File: src/rtl/sys_timer64_pkg.sv
`timescale 1ns/1ps
package sys_timer64_pkg;

   localparam int unsigned WORD_W    = 32;
   localparam int unsigned MAX_MATCH = 6;

   // word indices (byte offset / 4)
   localparam int unsigned W_CNT_LO  = 0;
   localparam int unsigned W_CNT_HI  = 1;
   localparam int unsigned W_MATCH0  = 2;
   localparam int unsigned W_STATUS  = 8;
   localparam int unsigned W_INT_EN  = 9;
   localparam int unsigned W_WDOG_EN = 10;
   localparam int unsigned W_DIV     = 11;
   localparam int unsigned W_LATCH   = 12;
   localparam int unsigned W_LAT_LO  = 13;
   localparam int unsigned W_LAT_HI  = 14;

   typedef struct packed {
      logic cnt_lo;
      logic cnt_hi;
      logic status;
      logic int_en;
      logic wdog_en;
      logic div;
      logic latch;
   } wr_strobe_t;

endpackage

File: src/rtl/timer_prescaler.sv
`timescale 1ns/1ps
// Divides the clock: one tick every 2*(div+1) cycles; restart zeroes the phase.
module timer_prescaler #(
   parameter int unsigned DIV_W = 32
) (
   input  logic             clk,
   input  logic             rst_n,
   input  logic             restart,
   input  logic [DIV_W-1:0] div,
   output logic             tick
);
   localparam int unsigned PS_W = DIV_W + 1;

   logic [PS_W-1:0] phase_q;
   logic [PS_W-1:0] limit;

   assign limit = {div, 1'b1};
   assign tick  = (phase_q == limit);

   always_ff @(posedge clk or negedge rst_n) begin
      if (!rst_n) begin
         phase_q <= '0;
      end else if (restart || tick) begin
         phase_q <= '0;
      end else begin
         phase_q <= phase_q + 1'b1;
      end
   end
endmodule

File: src/rtl/timer_counter64.sv
`timescale 1ns/1ps
// Free-running double-word counter with per-half preset; adv flags a real step.
module timer_counter64 #(
   parameter int unsigned HALF_W = 32
) (
   input  logic                clk,
   input  logic                rst_n,
   input  logic                tick,
   input  logic                wr_lo,
   input  logic                wr_hi,
   input  logic [HALF_W-1:0]   wdata,
   output logic [2*HALF_W-1:0] count,
   output logic                adv
);
   logic any_wr;
   assign any_wr = wr_lo | wr_hi;

   always_ff @(posedge clk or negedge rst_n) begin
      if (!rst_n) begin
         count <= '0;
         adv   <= 1'b0;
      end else begin
         adv <= tick & ~any_wr;
         if (any_wr) begin
            if (wr_lo) count[HALF_W-1:0]        <= wdata;
            if (wr_hi) count[2*HALF_W-1:HALF_W] <= wdata;
         end else if (tick) begin
            count <= count + 1'b1;
         end
      end
   end
endmodule

File: src/rtl/timer_match_bank.sv
`timescale 1ns/1ps
// Compare registers; an event fires when the counter has just stepped onto the value.
module timer_match_bank #(
   parameter int unsigned CH = 6,
   parameter int unsigned W  = 32
) (
   input  logic          clk,
   input  logic          rst_n,
   input  logic [CH-1:0] we,
   input  logic [W-1:0]  wdata,
   input  logic [W-1:0]  cnt_lo,
   input  logic          adv,
   output logic [W-1:0]  match_q [CH],
   output logic [CH-1:0] evt
);
   for (genvar g = 0; g < CH; g++) begin : g_ch
      always_ff @(posedge clk or negedge rst_n) begin
         if (!rst_n) begin
            match_q[g] <= '0;
         end else if (we[g]) begin
            match_q[g] <= wdata;
         end
      end
      assign evt[g] = adv && (cnt_lo == match_q[g]);
   end
endmodule

File: src/rtl/timer_status.sv
`timescale 1ns/1ps
// Sticky flags, write-one-to-clear, set wins; masked OR forms the interrupt.
module timer_status #(
   parameter int unsigned CH = 6
) (
   input  logic          clk,
   input  logic          rst_n,
   input  logic [CH-1:0] evt,
   input  logic          clr_we,
   input  logic [CH-1:0] clr_mask,
   input  logic [CH-1:0] ie,
   output logic [CH-1:0] status_q,
   output logic          irq
);
   logic [CH-1:0] clr_bits;
   assign clr_bits = clr_we ? clr_mask : '0;

   always_ff @(posedge clk or negedge rst_n) begin
      if (!rst_n) begin
         status_q <= '0;
      end else begin
         status_q <= (status_q & ~clr_bits) | evt;
      end
   end

   assign irq = |(status_q & ie);
endmodule

File: src/rtl/sys_timer64.sv
`timescale 1ns/1ps
module sys_timer64
   import sys_timer64_pkg::*;
#(
   parameter int unsigned ADDR_W   = 8,
   parameter int unsigned DIV_W    = 32,
   parameter int unsigned MATCH_CH = 6,
   parameter bit          HAS_WDOG = 1'b1
) (
   input  logic              clk,
   input  logic              rst_n,
   input  logic [ADDR_W-1:0] bus_addr,
   input  logic              bus_wen,
   input  logic [31:0]       bus_wdata,
   output logic [31:0]       bus_rdata,
   output logic              irq,
   output logic              wdog_rst_req
);
   localparam int unsigned CNT_W   = 2 * WORD_W;
   localparam int unsigned WDOG_CH = MATCH_CH - 1;

   // elaboration-time parameter checks
   if (MATCH_CH < 1 || MATCH_CH > MAX_MATCH) begin : g_bad_match_ch
      $error("sys_timer64: MATCH_CH out of range");
   end
   if (DIV_W < 1 || DIV_W > WORD_W) begin : g_bad_div_w
      $error("sys_timer64: DIV_W out of range");
   end
   if (ADDR_W < 6) begin : g_bad_addr_w
      $error("sys_timer64: ADDR_W too small for the register map");
   end

   // address decode
   int unsigned   widx;
   logic          unused_addr_bits;
   wr_strobe_t    wstb;
   logic [MATCH_CH-1:0] match_we;

   assign widx             = int'(bus_addr[ADDR_W-1:2]);
   assign unused_addr_bits = ^bus_addr[1:0];

   always_comb begin
      wstb         = '0;
      wstb.cnt_lo  = bus_wen && (widx == W_CNT_LO);
      wstb.cnt_hi  = bus_wen && (widx == W_CNT_HI);
      wstb.status  = bus_wen && (widx == W_STATUS);
      wstb.int_en  = bus_wen && (widx == W_INT_EN);
      wstb.wdog_en = bus_wen && (widx == W_WDOG_EN);
      wstb.div     = bus_wen && (widx == W_DIV);
      wstb.latch   = bus_wen && (widx == W_LATCH);
      for (int i = 0; i < MATCH_CH; i++) begin
         match_we[i] = bus_wen && (widx == W_MATCH0 + i);
      end
   end

   // control registers
   logic [DIV_W-1:0]    div_q;
   logic [MATCH_CH-1:0] ie_q;
   logic                wden_q;
   logic [CNT_W-1:0]    latched_q;
   logic                latch_we;

   logic                tick;
   logic                cnt_wr_lo;
   logic                cnt_wr_hi;
   logic                cnt_wr;
   logic                status_wr;
   logic [CNT_W-1:0]    count;
   logic                adv;
   logic [WORD_W-1:0]   match_q [MATCH_CH];
   logic [MATCH_CH-1:0] evt;
   logic [MATCH_CH-1:0] status_q;

   assign cnt_wr_lo = wstb.cnt_lo;
   assign cnt_wr_hi = wstb.cnt_hi;
   assign cnt_wr    = cnt_wr_lo | cnt_wr_hi;
   assign status_wr = wstb.status;
   assign latch_we  = wstb.latch && bus_wdata[0];

   always_ff @(posedge clk or negedge rst_n) begin
      if (!rst_n) begin
         div_q     <= '0;
         ie_q      <= '0;
         wden_q    <= 1'b0;
         latched_q <= '0;
      end else begin
         if (wstb.div)     div_q  <= bus_wdata[DIV_W-1:0];
         if (wstb.int_en)  ie_q   <= bus_wdata[MATCH_CH-1:0];
         if (wstb.wdog_en) wden_q <= bus_wdata[0];
         if (latch_we)     latched_q <= count;
      end
   end

   timer_prescaler #(.DIV_W(DIV_W)) u_presc (
      .clk     (clk),
      .rst_n   (rst_n),
      .restart (wstb.div | cnt_wr),
      .div     (div_q),
      .tick    (tick)
   );

   timer_counter64 #(.HALF_W(WORD_W)) u_cnt (
      .clk   (clk),
      .rst_n (rst_n),
      .tick  (tick),
      .wr_lo (cnt_wr_lo),
      .wr_hi (cnt_wr_hi),
      .wdata (bus_wdata),
      .count (count),
      .adv   (adv)
   );

   timer_match_bank #(.CH(MATCH_CH), .W(WORD_W)) u_match (
      .clk     (clk),
      .rst_n   (rst_n),
      .we      (match_we),
      .wdata   (bus_wdata),
      .cnt_lo  (count[WORD_W-1:0]),
      .adv     (adv),
      .match_q (match_q),
      .evt     (evt)
   );

   timer_status #(.CH(MATCH_CH)) u_stat (
      .clk      (clk),
      .rst_n    (rst_n),
      .evt      (evt),
      .clr_we   (status_wr),
      .clr_mask (bus_wdata[MATCH_CH-1:0]),
      .ie       (ie_q),
      .status_q (status_q),
      .irq      (irq)
   );

   // watchdog variant
   if (HAS_WDOG) begin : g_wdog
      logic req_q;
      always_ff @(posedge clk or negedge rst_n) begin
         if (!rst_n) req_q <= 1'b0;
         else        req_q <= evt[WDOG_CH] & wden_q;
      end
      assign wdog_rst_req = req_q;
   end else begin : g_no_wdog
      assign wdog_rst_req = 1'b0;
   end

   // read mux
   always_comb begin
      bus_rdata = '0;
      case (widx)
         W_CNT_LO:  bus_rdata = count[WORD_W-1:0];
         W_CNT_HI:  bus_rdata = count[CNT_W-1:WORD_W];
         W_STATUS:  bus_rdata = WORD_W'(status_q);
         W_INT_EN:  bus_rdata = WORD_W'(ie_q);
         W_WDOG_EN: bus_rdata = WORD_W'(wden_q);
         W_DIV:     bus_rdata = WORD_W'(div_q);
         W_LAT_LO:  bus_rdata = latched_q[WORD_W-1:0];
         W_LAT_HI:  bus_rdata = latched_q[CNT_W-1:WORD_W];
         default: begin
            for (int i = 0; i < MATCH_CH; i++) begin
               if (widx == W_MATCH0 + i) bus_rdata = match_q[i];
            end
         end
      endcase
   end
endmodule

File: config.mk
export PLATFORM = sky130hd
export DESIGN_NAME = sys_timer64
export DESIGN_NICKNAME = d
export VERILOG_FILES = /design/src/rtl/sys_timer64_pkg.sv /design/src/rtl/timer_prescaler.sv /design/src/rtl/timer_counter64.sv /design/src/rtl/timer_match_bank.sv /design/src/rtl/timer_status.sv /design/src/rtl/sys_timer64.sv
export SDC_FILE = /design/constraint.sdc
export NUM_CORES = 1
export LEC_CHECK = 0
export CAP_MARGIN = 20
export CORE_UTILIZATION = 56
export DETAILED_ROUTE_END_ITERATION = 6
export PLACE_DENSITY = 0.88
export SLEW_MARGIN = 20
export SYNTH_ARGS = -nofsm -noshare
export SYNTH_HDL_FRONTEND = slang
export SYNTH_HIERARCHICAL = 1
export SYNTH_SLANG_ARGS = --single-unit
File: constraint.sdc
create_clock -name clk -period 3.3 [get_ports clk]
set_input_delay 0.66 -clock clk [delete_from_list [all_inputs] [get_ports clk]]
set_output_delay 0.66 -clock clk [all_outputs]
set_load 0.005 [all_outputs]
==> Word-level counts from Yosys, hierarchy flattened <==
Index checks and enable logic that the tools add are counted.
{ "word_totals": {"register_bits": 400} }
{ "op_classes": {"addsub": 2, "n_eq_ne": 23, "muxes": 13, "n_bitwise": 9, "n_reduce_logical": 26} }
{ "op_table": {"columns": ["operator", "count"], "rows": [
  ["32-bit two-way mux", 8],
  ["32-bit case mux with 8 select lines", 1],
  ["32-bit == test", 6],
  ["64-bit two-way mux", 2],
  ["64-bit by 1-bit adder with 64-bit output, second input constant", 1],
  ["6-bit by 4-bit == test with 1-bit output, second input constant", 7],
  ["33-bit by 1-bit adder with 33-bit output, second input constant", 1],
  ["33-bit == test", 1],
  ["33-bit two-way mux", 1],
  ["32-bit zero test", 1],
  ["6-bit by 3-bit == test with 1-bit output, second input constant", 4],
  ["1-bit logical AND", 20],
  ["6-bit AND", 2],
  ["6-bit by 2-bit == test with 1-bit output, second input constant", 2],
  ["6-bit by 1-bit == test with 1-bit output, second input constant", 1],
  ["6-bit two-way mux", 1],
  ["6-bit inverter", 1],
  ["6-bit bitwise OR", 1],
  ["6-bit OR reduction", 1],
  ["2-bit by 1-bit != test with 1-bit output, second input constant", 2],
  ["2-bit AND reduction", 2],
  ["1-bit AND", 2],
  ["1-bit bitwise OR", 2],
  ["2-bit nonzero test", 1],
  ["2 further kinds", 2]
]} }

==> Logic depth before layout (Yosys ltp) <==
{ "logic_depth": {"word_depth": 8, "mapped_depth": 12, "depth_no_buf": 10} }

==> Cells and area by module <==
Netlist, hierarchy kept.
{ "by_module_without_submodules": {"columns": ["module", "instances", "cells_per_inst", "area_per_inst_um2", "seq_area_each_um2"], "rows": [
  ["timer_match_bank", 1, 704, 9552.9, 4804.6],
  ["sys_timer64", 1, 640, 6553.8, 2602.5],
  ["timer_counter64", 1, 470, 3991.3, 1626.6],
  ["timer_prescaler", 1, 215, 2059.5, 825.8],
  ["timer_status", 1, 22, 245.2, 150.1]
]} }

==> Least setup slack after synthesis <==
No wires, ideal clock.
{ "synth_path": {"kind": "register to register", "startpoint": "register u_presc.phase_q[28]", "endpoint": "register u_cnt.count[57]", "arrival_time_ns": 3.089, "path_slack_ns": 0.129, "path_stages_with_launch": 12, "path_cell_list": "dfrtp_1 buf_2 xor2_1 nor4_1 nand4_1 nor4_1 nor2b_1 clkbuf_1 nor2_1 or4b_1 or3_1 a31oi_1"} }
{ "synth_via": {"elab_chain_len": 3} }
{ "synth_lines": {"columns": ["item", "line_no", "text"], "rows": [
  ["start: declaration", "timer_prescaler.sv:14", "logic [PS_W-1:0] phase_q;"],
  ["start signal: assignment", "timer_prescaler.sv:26", "phase_q <= phase_q + 1'b1;"],
  ["33-bit == test", "timer_prescaler.sv:18", "assign tick = (phase_q == limit);"],
  ["via tick", "sys_timer64.sv:63", "logic tick;"],
  ["2-bit nonzero test (no line)", null, null],
  ["2-bit AND reduction (no line)", null, null],
  ["end signal: indexed assignment", "timer_counter64.sv:25", "if (wr_lo) count[HALF_W-1:0] <= wdata;"],
  ["end signal: indexed assignment", "timer_counter64.sv:26", "if (wr_hi) count[2*HALF_W-1:HALF_W] <= wdata;"],
  ["end signal: assignment", "timer_counter64.sv:28", "count <= count + 1'b1;"],
  ["end: declaration", "timer_counter64.sv:12", "output logic [2*HALF_W-1:0] count,"]
]} }
The timed path passes the listed nets, and every way through them passes these cells.
A chain may end at the register's enable or synchronous reset.

==> Worst setup path in the final report <==
{ "layout_path": {"startpoint": "input bus_addr[6]", "endpoint": "output bus_rdata[16]"} }
{ "layout_via": {"elab_chain_len": 8} }
{ "layout_lines": {"columns": ["item", "line_no", "text"], "rows": [
  ["start: declaration", "sys_timer64.sv:12", "input logic [ADDR_W-1:0] bus_addr,"],
  ["6-bit by 2-bit == test with 1-bit output", "sys_timer64.sv:161", "if (widx == W_MATCH0 + i) bus_rdata = match_q[i];"],
  ["32-bit two-way mux (6 in series)", "sys_timer64.sv:161", null],
  ["32-bit case mux with 8 select lines *", "sys_timer64.sv:150", "case (widx)"],
  ["end: declaration", "sys_timer64.sv:15", "output logic [31:0] bus_rdata,"]
]} }
Every way passes the cells marked *; elsewhere a longest branch is shown, timed or not.

==> results.ini <==
[route]
routedWlPerCell_um=29.46
vias=19120
detail-route-antenna-nets=0
vias_per_cell=6.793
finalWirelength_um=82940
drt-initial-drc-count=2702
detailedRoute.firstPassIterationCount=6
drc=0

[sta]
slew_violations=0
setup_tns_ns=-0.06354
clock-skew-final_ns=0.02750
worstMarginPinSlew_ns=0.8176
timing.fmax_mhz=300.5
hold_viol=0
finalSetupViolCount=6
maxSlewHeadroom_pct=45.32
final.period_utilization_pct=100.8
final_period_minus_worst_setup_slack_ns=3.328
rsz0062_at_grt=true
final_critical_path_setup_slack_ns=-0.02772

[synthesis]
synth_seq_area_share_pct=44.68
synth.top_cells.by_area=sky130_fd_sc_hd__dfrtp_1 (45%), sky130_fd_sc_hd__mux2_2 (14%), sky130_fd_sc_hd__xor2_1 (9.4%)
synth-seq-cells=400
synth_largest_type_area_fraction_pct=44.68
synth-edff-count=0
flip_flop_cell_with_the_highest_count_after_synthesis=sky130_fd_sc_hd__dfrtp_1
syn-cell-area_um2=22400
synthesis.nets=2096
synthesis.instances=2051
ys_types=76
synth-async-reset-ratio_pct=100.0
synth.largest_area_cell=sky130_fd_sc_hd__dfrtp_1
mean_syn_cell_area_um2=10.92
ys.warnings.count=6

[global_route]
grt_max_degree=74
overflow=0
via_count_of_the_first_global_routing_pass=18820
global_route.usage.total_pct=40.61
initial_antenna_violation_count=5
grt_pass1_wl_um=122200

[worst_setup_path]
critical_path.endpoint_type=output port
timing.critical_path.arrival_ns=2.67
cells_on_worst_reg2reg_path=11
start_kind=primary input
crit_path_max_fanout=8
required_ns=2.64
path_class=primary input to output port

[clocking]
clock_path_buffers=3
clock_tree_from_tritoncts=yes
htree_levels=2
cts.clk_slew.worst_paths_ns=0.06
ctsRootBufferMaster=sky130_fd_sc_hd__clkbuf_16
cts_inserted_buffers=45
cts_sinks=400
clock_insertion_delay_at_the_later_pin_of_the_skew_report_ns=0.61

[pwr]
irDropWorstVdd_v=0.0004523
report.power.total_mw=14.52
power.density_cell_area_nw_per_um2=536.6
total_leakage_power_nw=12.90

[die]
initial_utilization_pct=57.43
rows=72
num_io_pins=77
core_footprint_um2=39010
die_area_um2=40810
die_x_um=202.0
die_height_um=202.0

[finish]
layout.cell_area.non_filler_um2=27070
layout.cells.most_common_list=sky130_fd_sc_hd__dfrtp_1 (395), sky130_fd_sc_hd__mux2_2 (286), sky130_fd_sc_hd__xor2_1 (240)
most_common_library_cell_in_the_layout_ignoring_fill_and_taps=sky130_fd_sc_hd__dfrtp_1
antennaDiodeCount=0
layout-drive-gt1-share_pct=31.87
final_cell_count_no_fill=2815
area.growth.synth_to_final_pct=20.82
finish.net_count=2309

[placement]
dpl-instance-area_um2=24920
placed_cells=2698
place_congestion=1.032
placement.io_buffers=74
detailed_place_hpwl_um=59430
detailedPlace.worstSlack_ns=-0.6905

[run_status]
violations=setup timing
status=finished with violations

[worst_hold_path]
worst_hold_path_type=primary input to asynchronous set/reset pin

[run]
cap_violations=0

## repair_timing
item / 4_1_cts / 5_1_grt
pin swaps: 42 / 29
gates cloned: 5 / 1
hold buffers: 0 / 0
endpoints found under the hold margin: 0 / 0
gates resized for setup: 158 / 25
setup buffers: 28 / 6
setup endpoints to repair: 58 / 33
## synth_stat cells, drive strengths merged (44+ instances only)
cell / n
mux2: 306
nand2: 106
nor4: 69
clkbuf: 44
xnor2: 48
nand4: 54
nand3: 71
xor2: 241
nor2: 100
buf: 104
a22oi: 89
a21oi: 49
o21ai: 78
dfrtp: 400
## sequential cells by signal (all words and copies together) (netlist names), 6 cells and up
signal / flops
ie_q: 6
div_q: 32
u_stat/status_q: 6
u_presc/phase_q: 33
latched_q: 64
u_match/match_q: 192
u_cnt/count: 64
## per-stage QoR
stage	hold slack (ns)	utilization (%)
after detailed placement	0.4851	63.89
after global placement	0.4747	63.89
after CTS	0.07357	69.24
after global routing	0.1037	69.39
final	0.06181	69.39
after floorplan	0.3644	-
## area by class of cell
cell class | count | area (um^2)
inverter | 31 | 116.4
sequential | 400 | 10020
multi-input combinational | 1472 | 11730
fill | 2846 | 11940
clock buffer | 60 | 1264
clock inverter | 20 | 257.7
tap | 518 | 648.1
timing repair buffer | 314 | 3035
## per-layer routing
layer | vias to the layer above | share of wire [%] | wire length [um] | global-route usage, %
met3 | 309 | 11 | 9452 | 9.158
met1 | 9537 | 39 | 32010 | 54.70
li1 | 7911 | - | - | -
met5 | - | 0.057 | 47 | 0
met4 | 8 | 5.5 | 4577 | 19.67
met2 | 1358 | 44 | 36850 | 62.06
## critical path: stages
cell                       delay [ns]
sky130_fd_sc_hd__buf_6           0.09
sky130_fd_sc_hd__buf_4           0.15
sky130_fd_sc_hd__nor4b_4         0.39
sky130_fd_sc_hd__nand2b_4        0.13
sky130_fd_sc_hd__buf_12          0.17
sky130_fd_sc_hd__buf_4           0.18
sky130_fd_sc_hd__o22ai_1         0.32
sky130_fd_sc_hd__or3_4           0.21
sky130_fd_sc_hd__nand4_1         0.16
sky130_fd_sc_hd__buf_2           0.20
## cells by family (layout without fill, tap and decap cells)
logic type	after synthesis	in the layout	synth area share [%]
simple gates	536	536	13.48
flops	400	400	44.68
compound gates	330	330	9.941
mux	315	315	15.95
xor+xnor	289	289	11.33
buf+inv	179	425	4.502
fa+ha+maj	2	2	0.1117
## report_power, final
group | internal (mW) | switching, mW | leakage (nW) | total (mW)
Clock | 3.09 | 2.16 | 0.754 | 5.26
Sequential | 5.49 | 0.752 | 5.36 | 6.24
Combinational | 1.26 | 1.77 | 6.79 | 3.03
Total | 9.84 | 4.69 | 12.9 | 14.5
## path summary, 6_finish.rpt
check / slack (ns) / start / to
max: -0.03 / bus_addr[6] / bus_rdata[16]
min: 0.06 / rst_n / div_q[9]$_DFFE_PN0P_
max reg2reg: 0.12 / div_q[20]$_DFFE_PN0P_ / u_cnt/count[57]$_DFFE_PN0P_
min reg2reg: 0.50 / latched_q[7]$_DFFE_PN0P_ / latched_q[7]$_DFFE_PN0P_
max in group asynchronous: 2.32 / rst_n / div_q[25]$_DFFE_PN0P_
min in group clk: 0.50 / latched_q[7]$_DFFE_PN0P_ / latched_q[7]$_DFFE_PN0P_
Note: power is estimated with default switching activity, not from simulation.
